## config.mk

```make
export PLATFORM = sky130hd
export DESIGN_NAME = tdm_tx_serializer
export DESIGN_NICKNAME = d
export VERILOG_FILES = /design/src/rtl/tdm_tx_pkg.sv /design/src/rtl/tdm_sync2.sv /design/src/rtl/tdm_edge_det.sv /design/src/rtl/tdm_slot_seq.sv /design/src/rtl/tdm_tx_serializer.sv
export SDC_FILE = /design/constraint.sdc
export NUM_CORES = 1
export LEC_CHECK = 0
export ABC_AREA = 0
export BUFFER_PORTS_ARGS = -buffer_cell sky130_fd_sc_hd__buf_2
export CAP_MARGIN = 20
export CELL_PAD_IN_SITES_DETAIL_PLACEMENT = 1
export CELL_PAD_IN_SITES_GLOBAL_PLACEMENT = 2
export CORE_UTILIZATION = 36
export DETAILED_ROUTE_END_ITERATION = 8
export PLACE_DENSITY_LB_ADDON = 0.1
export SLEW_MARGIN = 15
export SYNTH_ARGS = -nofsm -noshare
export SYNTH_HDL_FRONTEND = slang
export SYNTH_SLANG_ARGS = --single-unit
```

## constraint.sdc

```tcl
create_clock -name clk -period 6.4 [get_ports clk]
set_clock_uncertainty 0.2 [all_clocks]
set_input_delay 1.28 -clock clk [delete_from_list [all_inputs] [get_ports clk]]
set_output_delay 1.28 -clock clk [all_outputs]
set_load 0.02 [all_outputs]
```

## src/rtl/tdm_tx_pkg.sv

```systemverilog
package tdm_tx_pkg;

  typedef enum logic [1:0] {
    TX_IDLE  = 2'd0,
    TX_WAIT  = 2'd1,
    TX_SHIFT = 2'd2
  } tx_state_e;

  // Width of one slot in bit clocks for a word length code.
  function automatic int unsigned slot_bits(input logic [1:0] code);
    case (code)
      2'd0:    return 16;
      2'd1:    return 20;
      2'd2:    return 24;
      default: return 32;
    endcase
  endfunction

endpackage

```

## src/rtl/tdm_sync2.sv

```systemverilog
module tdm_sync2 #(
  parameter int STAGES = 2
) (
  input  logic clk,
  input  logic rst_n,
  input  logic d,
  output logic q
);
  logic [STAGES-1:0] chain;

  always_ff @(posedge clk or negedge rst_n) begin
    if (!rst_n) chain <= '0;
    else        chain <= {chain[STAGES-2:0], d};
  end

  assign q = chain[STAGES-1];
endmodule

```

## src/rtl/tdm_edge_det.sv

```systemverilog
module tdm_edge_det (
  input  logic clk,
  input  logic rst_n,
  input  logic bclk_in,
  input  logic fsync_in,
  input  logic bclk_inv,
  output logic launch_edge,
  output logic frame_start
);
  logic bclk_s, fsync_s, bclk_d, fs_held;
  logic lvl_now, lvl_prev, capture_edge;

  tdm_sync2 #(.STAGES(2)) u_sync_bclk (.clk(clk), .rst_n(rst_n), .d(bclk_in),  .q(bclk_s));
  tdm_sync2 #(.STAGES(2)) u_sync_fs   (.clk(clk), .rst_n(rst_n), .d(fsync_in), .q(fsync_s));

  // Normalised level: high half is the launch phase.
  assign lvl_now      = bclk_s ^ bclk_inv;
  assign lvl_prev     = bclk_d ^ bclk_inv;
  assign launch_edge  = lvl_now & ~lvl_prev;
  assign capture_edge = ~lvl_now & lvl_prev;
  assign frame_start  = capture_edge & fsync_s & ~fs_held;

  always_ff @(posedge clk or negedge rst_n) begin
    if (!rst_n) begin
      bclk_d  <= 1'b0;
      fs_held <= 1'b0;
    end else begin
      bclk_d <= bclk_s;
      if (capture_edge) fs_held <= fsync_s;
    end
  end

  // a wide frame-sync pulse yields a single start event
  a_r2_single_start: assert property (@(posedge clk) disable iff (!rst_n)
    frame_start |=> !frame_start);
endmodule

```

## src/rtl/tdm_slot_seq.sv

```systemverilog
module tdm_slot_seq
  import tdm_tx_pkg::*;
#(
  parameter int NCH_MAX = 4,
  parameter int SAMP_W  = 32,
  parameter int OFS_W   = 4,
  localparam int SLOT_W = (NCH_MAX > 1) ? $clog2(NCH_MAX) : 1,
  localparam int BIT_W  = $clog2(SAMP_W),
  localparam int NCH_W  = $clog2(NCH_MAX + 1)
) (
  input  logic              clk,
  input  logic              rst_n,
  input  logic              launch_edge,
  input  logic              frame_start,
  input  logic [1:0]        cfg_wlen,
  input  logic [NCH_W-1:0]  cfg_nch,
  input  logic [OFS_W-1:0]  cfg_offset,
  output logic [SLOT_W-1:0] slot_idx,
  output logic [BIT_W-1:0]  bit_idx,
  output logic              shifting,
  output logic              short_err
);
  tx_state_e         state;
  logic [OFS_W-1:0]  ofs_left;
  logic [BIT_W-1:0]  wl_m1;
  logic [SLOT_W-1:0] last_slot;
  logic              slot_end, frame_end;

  assign wl_m1     = BIT_W'(slot_bits(cfg_wlen) - 1);
  assign last_slot = (cfg_nch == '0) ? '0 : SLOT_W'(cfg_nch - NCH_W'(1));
  assign slot_end  = (bit_idx == wl_m1);
  assign frame_end = slot_end && (slot_idx == last_slot);
  assign shifting  = (state == TX_SHIFT);

  always_ff @(posedge clk or negedge rst_n) begin
    if (!rst_n) begin
      state     <= TX_IDLE;
      ofs_left  <= '0;
      slot_idx  <= '0;
      bit_idx   <= '0;
      short_err <= 1'b0;
    end else begin
      short_err <= frame_start && (state != TX_IDLE);
      if (frame_start) begin
        slot_idx <= '0;
        bit_idx  <= '0;
        ofs_left <= cfg_offset;
        state    <= (cfg_offset == '0) ? TX_SHIFT : TX_WAIT;
      end else if (launch_edge) begin
        case (state)
          TX_WAIT: begin
            if (ofs_left <= OFS_W'(1)) state <= TX_SHIFT;
            else                       ofs_left <= ofs_left - OFS_W'(1);
          end
          TX_SHIFT: begin
            if (slot_end) begin
              bit_idx <= '0;
              if (frame_end) state <= TX_IDLE;
              else           slot_idx <= slot_idx + SLOT_W'(1);
            end else begin
              bit_idx <= bit_idx + BIT_W'(1);
            end
          end
          default: ;
        endcase
      end
    end
  end

  // zero offset drives immediately, nonzero offset waits
  a_r3_zero_offset_shifts: assert property (@(posedge clk) disable iff (!rst_n)
    (frame_start && cfg_offset == '0) |=> shifting);
  a_r3_offset_waits: assert property (@(posedge clk) disable iff (!rst_n)
    (frame_start && cfg_offset != '0) |=> (state == TX_WAIT));
  // counters stay inside the configured frame
  a_r4_slot_in_range: assert property (@(posedge clk) disable iff (!rst_n)
    shifting |-> (slot_idx <= last_slot));
  a_r4_bit_in_range: assert property (@(posedge clk) disable iff (!rst_n)
    shifting |-> (bit_idx <= wl_m1));
  // bit position moves only on a launch edge or a restart
  a_r5_moves_on_launch: assert property (@(posedge clk) disable iff (!rst_n)
    !$stable(bit_idx) |-> $past(launch_edge || frame_start));
  // error pulse only follows a frame start
  a_r8_err_at_start: assert property (@(posedge clk) disable iff (!rst_n)
    short_err |-> $past(frame_start));
endmodule

```

## src/rtl/tdm_tx_serializer.sv

```systemverilog
module tdm_tx_serializer
  import tdm_tx_pkg::*;
#(
  parameter int NCH_MAX = 4,
  parameter int OFS_W   = 4,
  localparam int SAMP_W = 32,
  localparam int SLOT_W = (NCH_MAX > 1) ? $clog2(NCH_MAX) : 1,
  localparam int BIT_W  = $clog2(SAMP_W),
  localparam int NCH_W  = $clog2(NCH_MAX + 1)
) (
  input  logic                      clk,
  input  logic                      rst_n,
  input  logic                      bclk_in,
  input  logic                      fsync_in,
  input  logic [1:0]                cfg_wlen,
  input  logic [NCH_W-1:0]          cfg_nch,
  input  logic [OFS_W-1:0]          cfg_offset,
  input  logic                      cfg_bclk_inv,
  input  logic [NCH_MAX*SAMP_W-1:0] samples_in,
  output logic                      sample_ready,
  output logic                      sdout,
  output logic                      sdout_oe,
  output logic                      short_frame_err
);
  logic              launch_edge, frame_start, shifting;
  logic [SLOT_W-1:0] slot_idx;
  logic [BIT_W-1:0]  bit_idx, bit_sel;
  logic [SAMP_W-1:0] word_q [NCH_MAX];

  tdm_edge_det u_edge (
    .clk(clk), .rst_n(rst_n), .bclk_in(bclk_in), .fsync_in(fsync_in),
    .bclk_inv(cfg_bclk_inv), .launch_edge(launch_edge), .frame_start(frame_start)
  );

  tdm_slot_seq #(.NCH_MAX(NCH_MAX), .SAMP_W(SAMP_W), .OFS_W(OFS_W)) u_seq (
    .clk(clk), .rst_n(rst_n), .launch_edge(launch_edge), .frame_start(frame_start),
    .cfg_wlen(cfg_wlen), .cfg_nch(cfg_nch), .cfg_offset(cfg_offset),
    .slot_idx(slot_idx), .bit_idx(bit_idx), .shifting(shifting), .short_err(short_frame_err)
  );

  for (genvar ch = 0; ch < NCH_MAX; ch++) begin : g_word
    always_ff @(posedge clk or negedge rst_n) begin
      if (!rst_n)           word_q[ch] <= '0;
      else if (frame_start) word_q[ch] <= samples_in[ch*SAMP_W +: SAMP_W];
    end
  end

  always_ff @(posedge clk or negedge rst_n) begin
    if (!rst_n) sample_ready <= 1'b0;
    else        sample_ready <= frame_start;
  end

  // Left-aligned, MSB first.
  assign bit_sel  = BIT_W'(SAMP_W - 1) - bit_idx;
  assign sdout    = shifting ? word_q[slot_idx][bit_sel] : 1'b0;
  assign sdout_oe = shifting;

  // ready follows each frame start and lasts one cycle
  a_r7_ready_after_start: assert property (@(posedge clk) disable iff (!rst_n)
    frame_start |=> sample_ready);
  a_r7_ready_one_cycle: assert property (@(posedge clk) disable iff (!rst_n)
    sample_ready |=> !sample_ready);
endmodule

```

; ---- After elaboration in Yosys (flattened, before gate mapping)
; Index checks and enable logic that the tools add are counted.
[totals]
ff_bits = 149
latchBits = 0
ram_bits = 0
rom_bits = 0
in_bits = 142
memories = 0
[classes]
n_addsub = 6
mul = 0
n_div = 0
magnitude_cmp = 3
n_eq_ne = 11
shift = 0
n_mux = 28
n_bitwise = 10
reduce_logical = 15
[op_table]
columns = operator, n
row1 = 32-bit binary-select mux with 2-bit select, 1
row2 = 32-bit two-way mux, 2
row3 = 2-bit two-way mux, 12
row4 = 5-bit two-way mux, 4
row5 = 4-bit two-way mux, 4
row6 = 5-bit case mux with 3 select lines, 1
row7 = 2-bit nonzero test, 5
row8 = 3-bit by 2-bit != test with 1-bit output (second input constant), 3
row9 = 5-bit by 6-bit less-than comparator with 1-bit output (second input constant), 1
row10 = 5-bit by 1-bit adder with 5-bit output (second input constant), 1
row11 = 1-bit binary-select mux with 5-bit select, 1
row12 = 5-bit equality test, 1
row13 = 5-bit AND reduction, 1
row14 = 5-bit by 1-bit subtractor with 5-bit output (second input constant), 1
row15 = 5-bit subtractor (first input constant), 1
row16 = 1-bit bitwise AND, 4
row17 = 2-bit by 1-bit equality test with 1-bit output (second input constant), 2
row18 = 2-bit equality test (second input constant), 2
row19 = 4-bit by 1-bit <= comparator with 1-bit output (second input constant), 1
row20 = 4-bit logical NOT, 1
row21 = 2-bit != test (second input constant), 2
row22 = 2-bit case mux with 2 select lines, 1
row23 = 4-bit AND reduction, 1
row24 = 4-bit by 1-bit subtractor with 4-bit output (second input constant), 1
row25 = other kinds (14), 19

; ---- Depth between registers and ports, before layout
; Gate-level depths: netlist (run 1).
[depth]
word_depth = 10
mapped_depth = 9
depth_no_buf = 7

; ---- By module
; Synthesis (run 1) repeated with hierarchy kept, for this count alone.
[hier_totals]
cells_unflattened = 498
area_unflattened_um2 = 7061.8
[by_module_without_submodules]
columns = mod, n_inst, cells_per_inst, area_per_inst_um2, seq_area_each_um2
row1 = tdm_tx_serializer, 1, 390, 5940.7, 3228.1
row2 = tdm_slot_seq, 1, 91, 884.6, 350.3
row3 = tdm_edge_det, 1, 13, 136.4, 50.0
row4 = tdm_sync2, 2, 2, 50.0, 50.0

; ---- Worst setup path after synthesis (run 1)
; Ideal clock, no wire load.
[synth_timing]
path_type = register to output
start = register u_seq.slot_idx[0]
end = output sdout
arrival_ps = 2638
required_time_ps = 4920
slack_ps = 2282
path_stages_with_launch = 9
path_cell_list = dfrtp_1 > buf_2 > buf_6 > buf_4 > mux4_2 > mux2i_1 > a221oi_1 > nand2_1 > a2111oi_0
[synth_between]
elab_chain_len = 7
[synth_rtl]
columns = element, line
row1 = start: declaration, tdm_slot_seq.sv:18  ; output logic [SLOT_W-1:0] slot_idx,
row2 = start signal: assignment, tdm_slot_seq.sv:59  ; else slot_idx <= slot_idx + SLOT_W'(1);
row3 = 2-bit inverter with 3-bit output (implied by the code), tdm_tx_serializer.sv:55  ; assign sdout = shifting ? word_q[slot_idx][bit_sel] : 1'b0;
row4 = 32-bit binary-select mux with 2-bit select, tdm_tx_serializer.sv:55
row5 = 32-bit two-way mux (implied by the code) (2 in a row), tdm_tx_serializer.sv:55
row6 = 1-bit binary-select mux with 5-bit select, tdm_tx_serializer.sv:55
row7 = 1-bit two-way mux (implied by the code), tdm_tx_serializer.sv:55
row8 = 1-bit two-way mux, tdm_tx_serializer.sv:55
row9 = end: declaration, tdm_tx_serializer.sv:21  ; output logic sdout,
; No other way between the ends. The select of a mux whose other input is x is not followed.

; ---- Final worst setup path (run 1)
; Ends and elaborated chain as after synthesis.

==> results.json, run 1 <==
{
  "place_area_mm2": 0.007883,
  "gp_congestion": 0.7801,
  "core_area_mm2": 0.01883,
  "syn_inst": 743,
  "hp-class": "register to register",
  "crit_type": "register to output port",
  "die_h_um": 141.1,
  "worstSetupStartpointType": "register",
  "cts_setup_buffers": 0,
  "grt_pass1_vias": 5904,
  "synth_most_common_cell": "nand2_1",
  "crit_path_end_kind": "output port",
  "layout_min_cycle_time_ns": 4.881,
  "maxCapViolations": 0,
  "holdWs_ns": 0.1494,
  "cts_max_level": 4,
  "seqCellArea_mm2": 0.003731,
  "root_buffer": "clkbuf_16",
  "syn_to_final_growth_pct": 21.63,
  "grt_overflow": 0,
  "final_nets": 1016,
  "yosysUniqueCellTypes": 50,
  "wl_met1_um": 8810,
  "synth_edf_count": 0,
  "period_share_pct": 76.27,
  "cts_tree": "done",
  "seq_area_frac_synth_pct": 53.50,
  "antenna_cells": 0,
  "fin_area_mm2": 0.008477,
  "synth_nets": 890,
  "required_ns": 4.92,
  "ioPinCount": 146,
  "grt_max_degree": 114,
  "synthFlopType": "dfrtp_1",
  "antenna_found_initial": 0,
  "nFillCells": 2213,
  "yosys.area.top_type": "dfrtp_1",
  "met3_length_um": 710,
  "setup_tns_ns": 0,
  "max_freq_mhz": 204.9,
  "route.detailed.drc": 0,
  "fin_util_pct": 45.02,
  "outcome": "finished clean",
  "clk_pin_slew_ns": 0.06,
  "cts_buffers": 17,
  "grt_pass1_wl_um": 31080,
  "finalHoldViolCount": 0,
  "cts-hold-fix-buffers": 0,
  "synth_area_mm2": 0.006969,
  "layout-drive-gt1-share_pct": 25.40,
  "yosysWarnings": 0,
  "clkLatencyLatePin_ns": 0.42,
  "synth_common_cells": "nand2_1 (398), dfrtp_1 (149), clkbuf_1 (33)",
  "synth.avg_cell_area_um2": 9.380,
  "multi_input_area_mm2": 0.003017,
  "first_iter_violations": 293,
  "regToRegSetupSlack_ns": 3.69,
  "grt.total_usage_pct": 20.55,
  "port-buffer-count": 145,
  "yosys-top-cells-area": "dfrtp_1 (54%), nand2_1 (21%), mux4_2 (10%)",
  "async_flop_share_pct": 100.0,
  "die_w_um": 141.1,
  "initial_core_util_pct": 37.01,
  "critPathArrivalTime_ns": 3.40,
  "power_leakage_nw": 4.327,
  "setup_violations": 0,
  "maxSlewViolCount": 0,
  "routed.top_layer": "met4",
  "clockBufferDepth": 2,
  "wl_met2_um": 9238,
  "detail-route-antenna-nets": 0,
  "drtPass1Iterations": 4,
  "synth_top_area_share_pct": 53.50,
  "ys_ff_latch": 149,
  "post_drt_wl_per_cell_um": 16.64,
  "ir_drop_mv": 0.1709,
  "die_area_mm2": 0.01992,
  "power_density_mw_per_mm2": 354.0,
  "rsz0062_at_grt": "false",
  "worst_pin_slew_ns": 0.9039,
  "cts_sinks": 149,
  "vias_per_cell": 4.884,
  "postCtsResizedCells": 0,
  "cp_max_fo": 25,
  "slew_headroom_pct": 39.74,
  "fp-row-count": 50,
  "drt_wl_total_um": 19000,
  "vias": 5577,
  "dp_hpwl_um": 13220
}
path summary, 6_finish.rpt:
kind                                           start                   endpoint  cells past startpoint
max                                u_seq.slot_idx[0]                      sdout                      6
min                        u_edge.u_sync_fs.chain[0]  u_edge.u_sync_fs.chain[1]                      0
max reg2reg                            u_edge.bclk_d                 word_q[52]                      7
min reg2reg                u_edge.u_sync_fs.chain[0]  u_edge.u_sync_fs.chain[1]                      0
max in group asynchronous                      rst_n          u_seq.slot_idx[0]                      2
min in group asynchronous                      rst_n               sample_ready                      1
flip-flops by register name, summed over array words and instances, names as in the netlist, 2 cells and up:
signal / cells
word_q: 128
u_seq.bit_idx: 5
u_seq.ofs_left: 4
u_edge.u_sync_bclk.chain: 2
u_edge.u_sync_fs.chain: 2
u_seq.slot_idx: 2
u_seq.state: 2
area by class of cell:
type | count | area share, %
clock buffers | 19 | 5.225
clock inverters | 13 | 1.461
flip-flops and latches | 149 | 44.01
repair buffers | 151 | 9.402
inverters | 10 | 0.4723
well taps | 260 | 3.838
multi-input cells | 540 | 35.59
stage by stage:
stage | total power [mW] | std cells | setup WS (ns)
floorplan | 1.789 | 743 | 2.282
global placement | 2.015 | 1109 | 1.911
detailed placement | 2.057 | 1109 | 1.872
CTS | 3.040 | 1141 | 1.412
global route | 3.191 | 1142 | 1.268
finish | 3.001 | 1142 | 1.519
power by group:
group	switching (mW)	internal, mW
combinational	0.317	0.306
clock	0.414	0.550
sequential	0.208	1.20
total	0.940	2.06
layout by cell type (no fill, tap or decap), types with 4 or more instances in the layout:
| master | instances |
|---|---|
| a21oi_1 | 8 |
| a22oi_1 | 4 |
| a311oi_1 | 4 |
| buf_2 | 144 |
| buf_4 | 5 |
| clkbuf_16 | 17 |
| dfrtp_1 | 147 |
| ha_1 | 5 |
| inv_1 | 8 |
| inv_6 | 4 |
| mux2_2 | 4 |
| mux2i_1 | 7 |
| mux4_2 | 32 |
| nand2_1 | 398 |
| nand2b_1 | 4 |
| nor2_1 | 9 |
| nor2b_1 | 8 |
| o21ai_0 | 10 |
| xor2_1 | 6 |
metal layers:
layer | track usage (%) | vias up
met5 | 0 | -
met4 | 5.721 | 0
met2 | 33.59 | 114
met1 | 27.51 | 2768
li1 | - | 2674
met3 | 4.552 | 21
logic make-up (layout without fill, tap and decap cells):
logic type	after synthesis	after routing	synth area share [%]
flops	149	149	53.50
mux	43	43	11.99
compound gates	46	46	4.597
simple gates	439	439	24.92
xor+xnor	7	7	0.8797
fa+ha+maj	5	5	0.8977
buf+inv	54	193	3.213
worst max-delay path, stage by stage (launching register included):
cell and delay (ns):
dfrtp_2 0.87, mux4_2 0.61, mux4_2 0.47, mux2_2 0.29
a221oi_1 0.35, a2111oi_0 0.17, buf_2 0.20
No activity file was read; power rests on OpenSTA's default activity.
==> run 2, diff against run 1 <==
--- a/config.mk
+++ b/config.mk
@@ -10,7 +10,7 @@
 export CAP_MARGIN = 20
 export CELL_PAD_IN_SITES_DETAIL_PLACEMENT = 1
 export CELL_PAD_IN_SITES_GLOBAL_PLACEMENT = 2
-export CORE_UTILIZATION = 36
+export CORE_UTILIZATION = 30
 export DETAILED_ROUTE_END_ITERATION = 8
 export PLACE_DENSITY_LB_ADDON = 0.1
 export SLEW_MARGIN = 15
==> constraint.sdc (replaced) <==
create_clock -name clk -period 4.42 [get_ports clk]
set_clock_uncertainty 0.2 [all_clocks]
set_input_delay 0.884 -clock clk [delete_from_list [all_inputs] [get_ports clk]]
set_output_delay 0.884 -clock clk [all_outputs]
set_load 0.02 [all_outputs]
==> run 2 against run 1 <==
Effect of this change:
- non-clock buffer count rose by 4
- largest power group unchanged
- clock power rose by 49%
- final cell count rose by 2.5%
- largest cell class unchanged
- cell area rose by 0.77%
==> results.json, run 2 (synthesis results as in run 1) <==
{
  "grt.total_usage_pct": 17.85,
  "detail-route-antenna-nets": 0,
  "clk_pin_slew_ns": 0.07,
  "slew_headroom_pct": 47.20,
  "power_leakage_nw": 4.346,
  "startpoint": "u_seq.slot_idx[0]",
  "vias_per_cell": 4.765,
  "nFillCells": 2671,
  "largest_register_ffs": 128,
  "ir_drop_mv": 0.2355,
  "setup_violations": 0,
  "drtPass1Iterations": 4,
  "gp_congestion": 0.7886,
  "multi_input_area_mm2": 0.003017,
  "port-buffer-count": 145,
  "required_ns": 3.34,
  "cp_max_fo": 9,
  "crit_end": "sdout",
  "final_nets": 1020,
  "r2r_start": "u_edge.u_sync_bclk.chain[1]",
  "grt.busiest_layer": "met2",
  "dp_hpwl_um": 14050,
  "netSwitchingFraction_pct": 31.98,
  "layout_commonest_cell": "nand2_1",
  "grt_pass1_wl_um": 32730,
  "cts_sinks": 149,
  "clockBufferDepth": 2,
  "seqCellArea_mm2": 0.003731,
  "drt_wl_total_um": 19920,
  "worstReg2RegEnd": "word_q[14]",
  "crit_type": "register to output port",
  "antenna_cells": 0,
  "maxCapViolations": 0,
  "hold_depth": 0,
  "regMostFlops": "word_q",
  "grt_overflow": 0,
  "worstSetupStartpointType": "register",
  "setup_tns_ns": 0,
  "worst_pin_slew_ns": 0.7920,
  "internal-power_mw": 2.985,
  "die_w_um": 154.4,
  "cts_setup_buffers": 0,
  "layout-drive-gt1-share_pct": 25.76,
  "p_switching_mw": 1.404,
  "initial_core_util_pct": 30.69,
  "comb_power_share_pct": 21.2,
  "vias": 5575,
  "rsz0062_at_grt": "false",
  "grtUsageMet1_pct": 24.60,
  "grt.met2_usage_pct": 28.61,
  "power.share.clock_pct": 32.8,
  "hp-class": "register to register",
  "antenna_found_initial": 0,
  "final_cell_mix": "nand2_1 (398), dfrtp_1 (147), buf_2 (144)",
  "regToRegSetupSlack_ns": 1.84,
  "crit_path_end_kind": "output port",
  "reg2reg_depth": 7,
  "max_freq_mhz": 233.1,
  "cts_buffers": 17,
  "core_area_mm2": 0.02271,
  "power.total_mw": 4.389,
  "finalHoldViolCount": 0,
  "syn_to_final_growth_pct": 22.57,
  "cts_tree": "done",
  "die_h_um": 154.4,
  "reg_top3": "word_q (128), u_seq.bit_idx (5), u_seq.ofs_left (4)",
  "met3_usage_pct": 3.642,
  "place_ws_ns": 0.4537,
  "layout_min_cycle_time_ns": 4.290,
  "route.detailed.drc": 0,
  "root_buffer": "clkbuf_16",
  "period_share_pct": 97.07,
  "first_iter_violations": 246,
  "critPathArrivalTime_ns": 3.21,
  "setup_slack_ns": 0.1297,
  "grt_max_degree": 134,
  "ioPinCount": 146,
  "grt_pass1_vias": 6022,
  "fp-row-count": 55,
  "post_drt_wl_per_cell_um": 17.03,
  "outcome": "finished clean",
  "p_seq_share_pct": 46.0,
  "die_area_mm2": 0.02384,
  "cts_max_level": 4,
  "clkLatencyLatePin_ns": 0.43,
  "power_density_mw_per_mm2": 513.8,
  "maxSlewViolCount": 0
}
## run 2: cell count changes in the layout (fill, tap and decap cells not counted), sizes merged
cell and delta:
inv +4, buf +4, clkinv -5, clkbuf -2
clkinvlp +2
## run 2: critical path: stages (launching register included)
cell       delay [ns]
dfrtp_2          0.55
mux4_2           0.55
mux4_2           0.48
mux2_2           0.30
a221oi_1         0.42
a2111oi_0        0.15
buf_4            0.17
buf_2            0.15
## run 2: area by class of cell
cell class,instances,share of cell area (%)
Clock buffer,17,4.980
Inverter,10,0.4687
Sequential cell,149,43.68
Multi-Input combinational cell,540,35.32
Timing Repair Buffer,155,9.682
Tap cell,285,4.175
Clock inverter,14,1.699
## run 2: what timing repair did
item | in CTS | in global routing
resized for setup | 1 | 2
pin swaps | 0 | 0
setup endpoints to repair | 1 | 1
hold buffers | 0 | 0
endpoints found under the hold margin | 0 | 0
## run 2: power by group through the flow
stage | sequential (mW) | clock, mW | combinational [mW]
floorplan | 1.91 | 0 | 0.675
global placement | 2.03 | 0 | 0.900
detailed placement | 2.04 | 0 | 0.944
CTS | 2.02 | 1.48 | 0.952
global route | 2.07 | 1.54 | 1.06
finish | 2.02 | 1.44 | 0.930
## run 2: per-stage QoR
stage | util, % | std cells | hold WS (ns) | cell area [um2]
2_1_floorplan | - | 743 | 0.1312 | 6969
3_3_place_gp | 35.07 | 1139 | 0.1388 | 7964
3_5_place_dp | 35.07 | 1139 | 0.1442 | 7964
4_1_cts | 37.60 | 1170 | 0.1601 | 8538
5_1_grt | 37.61 | 1170 | 0.1613 | 8542
6_report | 37.61 | 1170 | 0.1546 | 8542
## run 2: routing by layer
layer	wire, um	vias up	part of all wire (%)
li1	-	2688	-
met1	9458	2771	47
met2	9635	102	48
met3	639	14	3.2
met4	187	0	0.94
met5	0	-	0
## run 2: how the worst min path moves through the flow
stage	slack, ns	end	from
global placement	0.14	u_edge.u_sync_fs.chain[1]	u_edge.u_sync_fs.chain[0]
floorplan	0.13	u_edge.u_sync_bclk.chain[1]	u_edge.u_sync_bclk.chain[0]
global route	0.16	u_edge.u_sync_bclk.chain[1]	u_edge.u_sync_bclk.chain[0]
finish	0.15	u_edge.u_sync_bclk.chain[1]	u_edge.u_sync_bclk.chain[0]
CTS	0.16	u_edge.u_sync_bclk.chain[1]	u_edge.u_sync_bclk.chain[0]
detailed placement	0.14	u_edge.u_sync_bclk.chain[1]	u_edge.u_sync_bclk.chain[0]
==> run 3, diff against run 2 <==
--- a/config.mk
+++ b/config.mk
@@ -7,10 +7,10 @@
 export LEC_CHECK = 0
 export ABC_AREA = 0
 export BUFFER_PORTS_ARGS = -buffer_cell sky130_fd_sc_hd__buf_2
-export CAP_MARGIN = 20
+export CAP_MARGIN = 30
 export CELL_PAD_IN_SITES_DETAIL_PLACEMENT = 1
 export CELL_PAD_IN_SITES_GLOBAL_PLACEMENT = 2
-export CORE_UTILIZATION = 30
+export CORE_UTILIZATION = 33
 export DETAILED_ROUTE_END_ITERATION = 8
 export PLACE_DENSITY_LB_ADDON = 0.1
 export SLEW_MARGIN = 15
==> constraint.sdc (replaced) <==
create_clock -name clk -period 4.5 [get_ports clk]
set_clock_uncertainty 0.2 [all_clocks]
set_input_delay 0.9 -clock clk [delete_from_list [all_inputs] [get_ports clk]]
set_output_delay 0.9 -clock clk [all_outputs]
set_load 0.02 [all_outputs]
==> run 3 against run 2 <==
Effect of this change:
- sequential cell count unchanged
- register-to-register slack got worse by 0.11 ns
- routed wire length shrank 3.5%
- worst setup slack gained 0.11 ns
- largest cell class unchanged
- final cell count down 1.4%
- critical path type unchanged
==> results.json, run 3 (synthesis results as in run 1) <==
{
  "cts-hold-fix-buffers": 0,
  "clockBufferDepth": 2,
  "r2r_start": "u_edge.u_sync_bclk.chain[1]",
  "die_h_um": 147.3,
  "period_share_pct": 94.67,
  "wl_met1_um": 8983,
  "fin_cells": 1154,
  "fin_area_mm2": 0.008564,
  "outcome": "finished clean",
  "regMostFlops": "word_q",
  "die_area_mm2": 0.02170,
  "initial_core_util_pct": 34.00,
  "crit_path_end_kind": "output port",
  "dp_hpwl_um": 13580,
  "ioPinCount": 146,
  "route.detailed.drc": 0,
  "finalHoldViolCount": 0,
  "root_buffer": "clkbuf_16",
  "maxSlewViolCount": 0,
  "clkLatencyLatePin_ns": 0.42,
  "required_ns": 3.40,
  "cts_tree": "done",
  "hp-class": "register to register",
  "setup_violations": 0,
  "grt_pass1_vias": 6139,
  "syn_to_final_growth_pct": 22.89,
  "hold_depth": 0,
  "worstSetupStartpointType": "register",
  "layout_min_cycle_time_ns": 4.260,
  "drtPass1Iterations": 4,
  "antenna_cells": 0,
  "maxCapViolations": 0,
  "fp-row-count": 52,
  "cp_max_fo": 23,
  "nFillCells": 2428,
  "vias_per_cell": 4.847,
  "core_area_mm2": 0.02049,
  "power_leakage_nw": 4.376,
  "post_drt_wl_per_cell_um": 16.66,
  "wl_met2_um": 9402,
  "max_freq_mhz": 234.7,
  "grt_overflow": 0,
  "crit_type": "register to output port",
  "final_cell_mix": "nand2_1 (398), dfrtp_1 (147), buf_2 (144)",
  "port-buffer-count": 145,
  "cts_sinks": 149,
  "cts_buffers": 17,
  "place_area_mm2": 0.007925,
  "vias": 5593,
  "detail-route-antenna-nets": 0,
  "grt_pass1_wl_um": 32080,
  "cts_max_level": 4,
  "gp_congestion": 0.7566,
  "power_density_mw_per_mm2": 516.6,
  "worst_pin_slew_ns": 0.8790,
  "holdWs_ns": 0.1517,
  "slew_headroom_pct": 41.40,
  "final_nets": 1019,
  "drt_wl_total_um": 19220,
  "startpoint": "u_seq.slot_idx[1]",
  "setup_tns_ns": 0,
  "grt.total_usage_pct": 19.03,
  "fin_util_pct": 41.79,
  "routed.top_layer": "met4",
  "antenna_found_initial": 0,
  "hp-start": "u_edge.u_sync_bclk.chain[0]",
  "rsz0062_at_grt": "false",
  "die_w_um": 147.3,
  "largest_register_ffs": 128,
  "dp_cells": 1123,
  "critPathArrivalTime_ns": 3.16,
  "layout_commonest_cell": "nand2_1",
  "grt_max_degree": 86,
  "first_iter_violations": 209,
  "ir_drop_mv": 0.2048,
  "reg2reg_depth": 7,
  "met3_length_um": 699,
  "clk_pin_slew_ns": 0.06,
  "reg_top3": "word_q (128), u_seq.bit_idx (5), u_seq.ofs_left (4)",
  "layout-drive-gt1-share_pct": 25.68
}
[run 3: changes by cell type in the layout (fill, tap and decap cells not counted)]
cell	change
buf_12	-1
buf_6	+1
buf_8	-1
bufinv_16	+3
clkbuf_8	+1
clkinv_2	+1
clkinv_4	+3
clkinvlp_4	-4
inv_6	-2
inv_8	-2
[run 3: metrics by stage]
step	power, mW	setup slack (ns)
2_1_floorplan	2.544	0.7617
3_5_place_dp	2.910	0.5251
5_1_grt	4.712	0.08791
6_report	4.425	0.2401
4_1_cts	4.490	0.07441
3_3_place_gp	2.874	0.6702
[run 3: where the power goes]
group	leakage [nW]	switching [mW]	internal (mW)	total, mW
combinational	2.21	0.438	0.437	0.875
sequential	1.86	0.288	1.71	2.00
clock	0.309	0.597	0.951	1.55
total	4.38	1.32	3.10	4.42
[run 3: critical path, stage by stage (launching register included)]
cell and delay, ns:
dfrtp_2 0.73, mux4_2 0.40, mux4_2 0.46, mux2_2 0.30, a221oi_1 0.39, a2111oi_0 0.15, buf_4 0.17, buf_2 0.15
[run 3: cell type report]
| type | count | area, um2 | area share, % |
|---|---|---|---|
| Inverter | 10 | 40.04 | 0.4675 |
| Timing Repair Buffer | 154 | 803.3 | 9.379 |
| Tap cell | 270 | 337.8 | 3.944 |
| Clock inverter | 13 | 196.4 | 2.294 |
| Multi-Input combinational cell | 540 | 3017 | 35.22 |
| Sequential cell | 149 | 3731 | 43.56 |
| Clock buffer | 18 | 439.2 | 5.128 |
[run 3: repair_timing]
item,CTS,global route
setup buffers,0,0
endpoints found under the hold margin,0,0
resized for setup,0,1
setup endpoints to repair,0,1
[run 3: path summary, 6_finish.rpt]
| check | to | slack (ns) |
|---|---|---|
| min in group asynchronous | word_q[120] | 0.33 |
| max in group asynchronous | word_q[123] | 2.80 |
| hold / removal | u_edge.u_sync_bclk.chain[1] | 0.15 |
| hold reg to reg | u_edge.u_sync_bclk.chain[1] | 0.15 |
| setup / recovery | sdout | 0.24 |
| setup reg to reg | word_q[99] | 1.73 |
[run 3: layer usage]
layer,GRT usage [%],vias to the layer above
li1,-,2682
met3,3.665,9
met5,0,-
met1,26.13,2803
met4,4.381,0
met2,31.11,99
